<file path="src/rtl/fbg_pkg.sv">
package fbg_pkg;

    localparam int DIV_W  = 16;
    localparam int FRAC_W = 4;
    localparam int SUB_W  = 4;

    typedef enum logic [1:0] {
        RATE_X1 = 2'd0,
        RATE_X2 = 2'd1,
        RATE_X4 = 2'd2
    } rate_e;

    typedef struct packed {
        logic [DIV_W:0]    len;
        logic [FRAC_W-1:0] acc;
    } period_t;

    // Quadruple wins over double when both selects are set.
    function automatic rate_e decode_rate(input logic sel2x, input logic sel4x);
        if (sel4x)      return RATE_X4;
        else if (sel2x) return RATE_X2;
        else            return RATE_X1;
    endfunction

    function automatic logic [SUB_W-1:0] last_index(input rate_e r);
        case (r)
            RATE_X2: return SUB_W'(7);
            RATE_X4: return SUB_W'(3);
            default: return SUB_W'(15);
        endcase
    endfunction

    // Adds the fraction to the phase; a carry lengthens the period by one.
    function automatic period_t next_period(input logic [DIV_W-1:0]  whole,
                                            input logic [FRAC_W-1:0] frac,
                                            input logic [FRAC_W-1:0] phase);
        logic [FRAC_W:0] sum;
        period_t p;
        sum   = {1'b0, phase} + {1'b0, frac};
        p.len = {1'b0, whole} + {{DIV_W{1'b0}}, sum[FRAC_W]};
        p.acc = sum[FRAC_W-1:0];
        return p;
    endfunction

endpackage

</file>
<file path="src/rtl/fbg_phase_ctr.sv">
module fbg_phase_ctr
    import fbg_pkg::*;
#(
    parameter int DW = DIV_W,
    parameter int FW = FRAC_W
) (
    input  logic          clk,
    input  logic          rst,
    input  logic          ref_en,
    input  logic [DW-1:0] div_in,
    input  logic [FW-1:0] frac_in,
    input  rate_e         rate_in,
    output logic          fire,
    output logic          tick_q,
    output rate_e         rate_cur
);

    logic          run;
    logic [DW:0]   len;
    logic [DW:0]   cnt;
    logic [FW-1:0] acc;
    logic [DW-1:0] div_s;
    rate_e         rate_q;
    period_t       np;

    assign np       = next_period(div_in, frac_in, acc);
    assign fire     = run && ref_en && (cnt == len - 1'b1);
    assign rate_cur = rate_q;

    always_ff @(posedge clk) begin
        if (rst) begin
            run    <= 1'b0;
            len    <= '0;
            cnt    <= '0;
            acc    <= '0;
            div_s  <= '0;
            rate_q <= RATE_X1;
            tick_q <= 1'b0;
        end else begin
            tick_q <= fire;
            if (!run || fire) begin
                cnt <= '0;
                if (div_in != '0) begin
                    run    <= 1'b1;
                    len    <= np.len;
                    acc    <= np.acc;
                    div_s  <= div_in;
                    rate_q <= rate_in;
                end else begin
                    run   <= 1'b0;
                    acc   <= '0;
                    div_s <= '0;
                end
            end else if (ref_en) begin
                cnt <= cnt + 1'b1;
            end
        end
    end

    assert_len_span_R3: assert property (@(posedge clk) disable iff (rst)
        run |-> ((len == {1'b0, div_s}) || (len == {1'b0, div_s} + 1'b1)));

    assert_run_nonzero_R7: assert property (@(posedge clk) disable iff (rst)
        run |-> (div_s != '0));

    assert_len_hold_R8: assert property (@(posedge clk) disable iff (rst)
        (run && $past(run) && !$past(fire)) |-> $stable(len));

endmodule

</file>
<file path="src/rtl/fbg_bit_div.sv">
module fbg_bit_div
    import fbg_pkg::*;
#(
    parameter int SW = SUB_W
) (
    input  logic  clk,
    input  logic  rst,
    input  logic  fire,
    input  rate_e rate,
    output logic  stb_q
);

    logic [SW-1:0] subc;
    logic          wrap;

    assign wrap = (subc >= last_index(rate));

    always_ff @(posedge clk) begin
        if (rst) begin
            subc  <= '0;
            stb_q <= 1'b0;
        end else begin
            stb_q <= fire && wrap;
            if (fire) begin
                subc <= wrap ? '0 : subc + 1'b1;
            end
        end
    end

    assert_sub_clear_R5: assert property (@(posedge clk) disable iff (rst)
        stb_q |-> (subc == '0));

endmodule

</file>
<file path="src/rtl/frac_baud_gen.sv">
module frac_baud_gen
    import fbg_pkg::*;
(
    input  logic       clk,
    input  logic       rst,
    input  logic       ref_en,
    input  logic [7:0] div_lo,
    input  logic [7:0] div_hi,
    input  logic [7:0] cfg,
    output logic       os_tick,
    output logic       bit_stb
);

    logic [DIV_W-1:0]  whole;
    logic [FRAC_W-1:0] frac;
    rate_e             rate_sel;
    rate_e             rate_run;
    logic              fire;

    assign whole    = {div_hi, div_lo};
    assign frac     = cfg[FRAC_W-1:0];
    assign rate_sel = decode_rate(cfg[4], cfg[5]);

    fbg_phase_ctr #(.DW(DIV_W), .FW(FRAC_W)) u_phase (
        .clk      (clk),
        .rst      (rst),
        .ref_en   (ref_en),
        .div_in   (whole),
        .frac_in  (frac),
        .rate_in  (rate_sel),
        .fire     (fire),
        .tick_q   (os_tick),
        .rate_cur (rate_run)
    );

    fbg_bit_div #(.SW(SUB_W)) u_bits (
        .clk   (clk),
        .rst   (rst),
        .fire  (fire),
        .rate  (rate_run),
        .stb_q (bit_stb)
    );

    assert_stb_tick_R10: assert property (@(posedge clk) disable iff (rst)
        bit_stb |-> os_tick);

    assert_tick_ref_R4: assert property (@(posedge clk) disable iff (rst)
        os_tick |-> $past(ref_en));

endmodule

</file>
<file path="config.mk">
export PLATFORM = sky130hd
export DESIGN_NAME = frac_baud_gen
export DESIGN_NICKNAME = d
export VERILOG_FILES = /design/src/rtl/fbg_pkg.sv /design/src/rtl/fbg_phase_ctr.sv /design/src/rtl/fbg_bit_div.sv /design/src/rtl/frac_baud_gen.sv
export SDC_FILE = /design/constraint.sdc
export NUM_CORES = 1
export LEC_CHECK = 0
export ABC_AREA = 1
export CORE_MARGIN = 8
export CORE_UTILIZATION = 46
export CTS_CLUSTER_SIZE = 30
export DETAILED_ROUTE_END_ITERATION = 8
export PLACE_DENSITY = 0.64
export SYNTH_ARGS = -nofsm -noshare
export SYNTH_HDL_FRONTEND = slang
export SYNTH_SLANG_ARGS = --single-unit
</file>
<file path="constraint.sdc">
create_clock -name clk -period 3.5 [get_ports clk]
set_clock_uncertainty 0.15 [all_clocks]
set_input_delay 0.875 -clock clk [delete_from_list [all_inputs] [get_ports clk]]
set_output_delay 0.875 -clock clk [all_outputs]
set_load 0.03 [all_outputs]
</file>
Yosys cells after proc, flatten, opt, wreduce, memory -nomap -nowiden
Cells that the tools add are included.
Widths: inputs -> output; s select.
Storage, ports and cells
  output and inout port bits: 2
  register bits: 47
  logic and storage cells: 31
  input bits: 27
Cells by class
  reductions and logical operators: 8
  equality and inequality tests: 3
  add/sub/neg operators: 5
  order comparisons: 1
  muxes and demuxes: 6
Operator list (count)
  $add 16x1->17: 1
  $add 17x1->17 const B: 1
  $eq 17x17->1: 1
  $sub 17x1->17 const B: 1
  $reduce_bool 16->1: 1
  $mux 4: 2
  $pmux 4 s2: 1
  $add 4x4->5: 1
  $add 4x1->4 const B: 1
  $ge 4x4->1: 1
  $logic_and 1x1->1: 3
  $eq 2x1->1 const B: 1
  $eq 2x2->1 const B: 1
  $mux 1: 2
  $mux 2: 1
  $reduce_and 2->1: 1
  $reduce_or 2->1: 1
  $logic_not 1->1: 1
  $logic_or 1x1->1: 1

Longest topological paths before layout
  depth after elaboration: 5
  depth in mapped cells: 16
  mapped depth without buffers: 16

Cells and area by module
Synthesis repeated with hierarchy kept, for this count alone.
Second synthesis, totals
  cells, all modules: 509
  area total of the unflattened synthesis: 3400.8 um^2
By module, submodules not included
  fbg_phase_ctr: area an instance 3067.9 um^2, cells each 462, times used 1, sequential area each 840.8 um^2
  fbg_bit_div: area an instance 322.8 um^2, cells each 45, times used 1, sequential area each 100.1 um^2
  frac_baud_gen: area an instance 10.0 um^2, cells each 2, times used 1, sequential area each 0.0 um^2

Least setup slack after synthesis
No wires, ideal clock.
  path type: input -> register
  from: input cfg[0]
  to: register u_phase.len[12]
  data arrival time: 2.790 ns
  slack: 0.445 ns
  stages on the path: 15
  buffers on the path: 0
  library setup time: 0.115 ns
  required time: 3.235 ns
  cells stage by stage: ha_1 > fa_1 > a21oi_1 > o21bai_1 > ha_1 > ha_1 > nand3_1 > nor2_1 > nand3_1 > nor2_1 > nand2_1 > xor2_1 > nand3_1 > nand2_1 > nor2_1
On the way
  cells in the longest elaborated chain, start to end: 2
Ends and longest elaborated chain
  start, declared: line frac_baud_gen.sv:9  | input logic [7:0] cfg,
  $add 4x4->5: line fbg_pkg.sv:39  | sum = {1'b0, phase} + {1'b0, frac};
  $add 16x1->17: line fbg_pkg.sv:40  | p.len = {1'b0, whole} + {{DIV_W{1'b0}}, sum[FRAC_W]};
  end signal, assigned: line fbg_phase_ctr.sv:45  | len <= np.len;
  end, declared: line fbg_phase_ctr.sv:19  | logic [DW:0] len;
No other way between the ends.
A chain may end at the register's enable or synchronous reset.

Worst setup path after layout
  from: input cfg[0]
  to: register u_phase.len[14]
The elaborated chain is that of the path after synthesis.

==> summary.md <==
| Metric | Value |
|---|---|
| Async S/R FF share, synth | 0% |
| Die area | between 10000 and 15000 um^2 |
| WL/cell | approximately 11 um |
| Vias in the first global route | about 3.0k |
| Starting Density | 47.0% |
| Critical path type | input pin to flop |
| Via count | ~3.1k |
| Critical path data required time | around 3.6 ns |
| Synth area leaders | dfxtp_1 (28%), nand2_1 (15%), nor2_1 (8.5%), xor2_1 (5.9%), inv_1 (5.9%) |
| TritonRoute pass-1 iters | 4 |
| Synthesized flop and latch total | between 40 and 50 |
| Mean post-synth cell area | between 6 and 7 um^2 |
| M3 GR Usage | between 2 and 3% |
| Grt met1 use | roughly a fifth |
| Total clock sinks | 47 |
| Fin util | a little under three fifths |
| Simple-gate share of the synthesized area | between 40% and 50% |
| Most frequent cell after synthesis | nand2_1 |
| Layout area overhead | 17.4% |
| Dpl hpwl | about 6000 um |
| Worst Tran Pin Value | just under 0.5 ns |
| CTS Root Cell | clkbuf_8 |
| Final ANT Viol Nets | 0 |
| Top post-synthesis cells by count | nand2_1 (133), nor2_1 (77), inv_1 (53) |
| Slew margin rel. | between 60% and 70% |
| Ys flop type | dfxtp_1 |
| H-Tree Depth | 2 |
| Top cell type's share of synthesized area | between 20% and 30% |
| CTS tree | done |
| Synth Area in Compound Gates | about 7.2% |
| Hold Vio Cnt, Final | 0 |
| Netlist Area Pre-Place | 3390 um^2 |
| Pwr dens | about 340 nW/um^2 |
| Global route hottest layer | met2 |
| Final worst-path cycle share | ~94% |
| Xor/xnor cell area share of the yosys netlist | ~9% |
| Number of diodes | 0 |
| Status | finished, final reports clean |
| Global-route usage over all layers | roughly 16% |
| Mux share of post-synthesis cell area | 0% |
| Tightest Hold Check Type | flop to flop |
| Worst Setup Start Kind | input pin |
| Routability cong. | 0.828 |
| Cell variety after synth | 38 |
| Synth Instances | just over 500 |
| Chip Width | around 100 um |
| CTS Buf Count | 5 |
| Layout cells sized above 1 | 10.6% |
| Hold Slack | ~0.32 ns |
| Peak supply drop | 0.000176 V |
| Initial antenna violation count | 0 |
| CP Capture Type | flop |
| Core area | ~7200 um^2 |
| Site row count | 31 |
| Final #Nets | 595 |
| Cts hold-fix bufs | 0 |
| Congestion Overflow GR | 0 |
| Yosys top cell by area | dfxtp_1 |
| Iter 0 DRT Violations | between 90 and 100 |
| Pin count of the biggest net entering global routing | between 40 and 50 |
| Max Slew Vio Count | 0 |
| CP Max Fanout | 3 |
| EDFF count, synth | 0 |
| First-pass GRT wire length | around 13000 um |
| DP Cell Count | between 600 and 700 |
| Post-route insts no fill | about 660 |
| Leakage | 1.78 nW |
| Die height | 102 um |
| Post-synthesis sequential area ratio | ~28% |
| Adder-cell share of the synthesized area | between 5 and 6% |
| Clock Latency Late Sink | about 0.3 ns |
| Max-Cap Viols | 0 |
| DRT Wirelength | between 7000 and 8000 um |
| Clock transition at the registers of the reported paths | roughly 0.09 ns |
| # port buffers | 26 |
| I/O Pins | 29 |
| Highest Clock Rate | 303 MHz |
| Met2 Use GR | between 20% and 30% |
| Residual DRC count | 0 |
| Final setup viols | 0 |
| Largest family of logic cells by synthesized area | simple AND/OR/NAND/NOR gates |
| Clock Path Buffers | 2 |
| Post-synth net total | between 500 and 600 |
| Arrival time worst endpoint | around 3.4 ns |
| Via/cell ratio | between 4 and 5 |
| Unrepaired setup endpoints after global routing | true |
| Crit path time final | 3.30 ns |
| Yosys warnings | 0 |
[worst max-delay path, stage by stage]
cell and delay (ns):
clkdlybuf4s50_1 0.46, ha_1 0.20, fa_2 0.23, a21oi_1 0.08
o21bai_2 0.19, ha_2 0.21, ha_1 0.15, nand3_1 0.11
nor2_2 0.15, nand3_1 0.11, nor2_2 0.14, nand2_1 0.08
o211ai_1 0.15, nand3_1 0.09, nand2_1 0.08, nor2_1 0.04
[cell type report]
cell class | count | area [um^2]
Fill cell | 758 | 3230
Multi-Input combinational cell | 403 | 2190
Sequential cell | 47 | 941
Timing Repair Buffer | 44 | 408
Inverter | 54 | 203
Tap cell | 99 | 124
Clock buffer | 6 | 82.6
Clock inverter | 2 | 35.0
[worst paths after layout]
path	from	end	slack [ns]	cells after the start
setup reg to reg	u_phase.len[0]	u_phase.len[12]	0.79	15
setup / recovery	cfg[0]	u_phase.len[14]	0.20	16
hold reg to reg	u_phase.acc[2]	u_phase.acc[2]	0.32	2
hold / removal	u_phase.acc[2]	u_phase.acc[2]	0.32	2
[registers in the layout, summed over array words and instances (netlist names)]
signal            flops
u_phase.run           1
u_phase.acc           4
u_bits.stb_q          1
u_phase.cnt          17
u_phase.len          17
u_phase.tick_q        1
u_bits.subc           4
u_phase.rate_cur      2
[timing repair]
action | in CTS | in global routing
buffers inserted | 0 | 0
setup endpoints to repair | 0 | 4
gates resized for setup | 0 | 6
[per-layer routing]
layer  up-vias  part of all wire, %
li1       1730                    -
met1      1354                   51
met2        44                   46
met3         7                  2.3
met4         0                  1.4
met5         -                    0
[report_power, final]
part | total, mW | switching (mW) | internal, mW
sequential | 0.595 | 0.0328 | 0.562
combinational | 0.357 | 0.203 | 0.154
clock | 0.419 | 0.188 | 0.231
total | 1.37 | 0.424 | 0.947
[cells in the final DEF, fill, tap and decap left out, drive strengths merged, types with 2 or more instances in the layout]
master         Yosys  routed
xor2              23      23
a21oi             34      34
buf                8      18
clkdlybuf4s50      0      26
o21ai              6       6
xnor2             12      12
dfxtp             47      47
nand3b            12      12
nand2            137     137
clkbuf             3       6
nor3              11      11
o21bai             2       2
nand3             44      44
nand4             12      12
nor4               4       4
or2                5       5
inv               54      54
nor2              84      84
ha                12      12
[cells by family (layout without fill, tap and decap cells)]
family,Yosys count,after routing
buffers and inverters,65,106
AO/OA/AOI/OAI,45,45
XOR/XNOR,35,35
AND/OR/NAND/NOR,310,310
flip-flops,47,47
adder cells (fa/ha/maj),13,13
[per-stage QoR]
stage | cell area [um^2] | power, mW | setup WS (ns) | TNS (ns)
2_1_floorplan | 3390 | 0.858 | 0.445 | 0
3_5_place_dp | 3850 | 0.962 | -0.256 | -1.25
3_3_place_gp | 3850 | 0.953 | -0.247 | -1.11
5_1_grt | 3980 | 1.47 | -0.0201 | -0.0201
6_report | 3980 | 1.37 | 0.204 | 0
4_1_cts | 3970 | 1.39 | 0.0719 | 0
No activity file was read; power rests on OpenSTA's default activity.
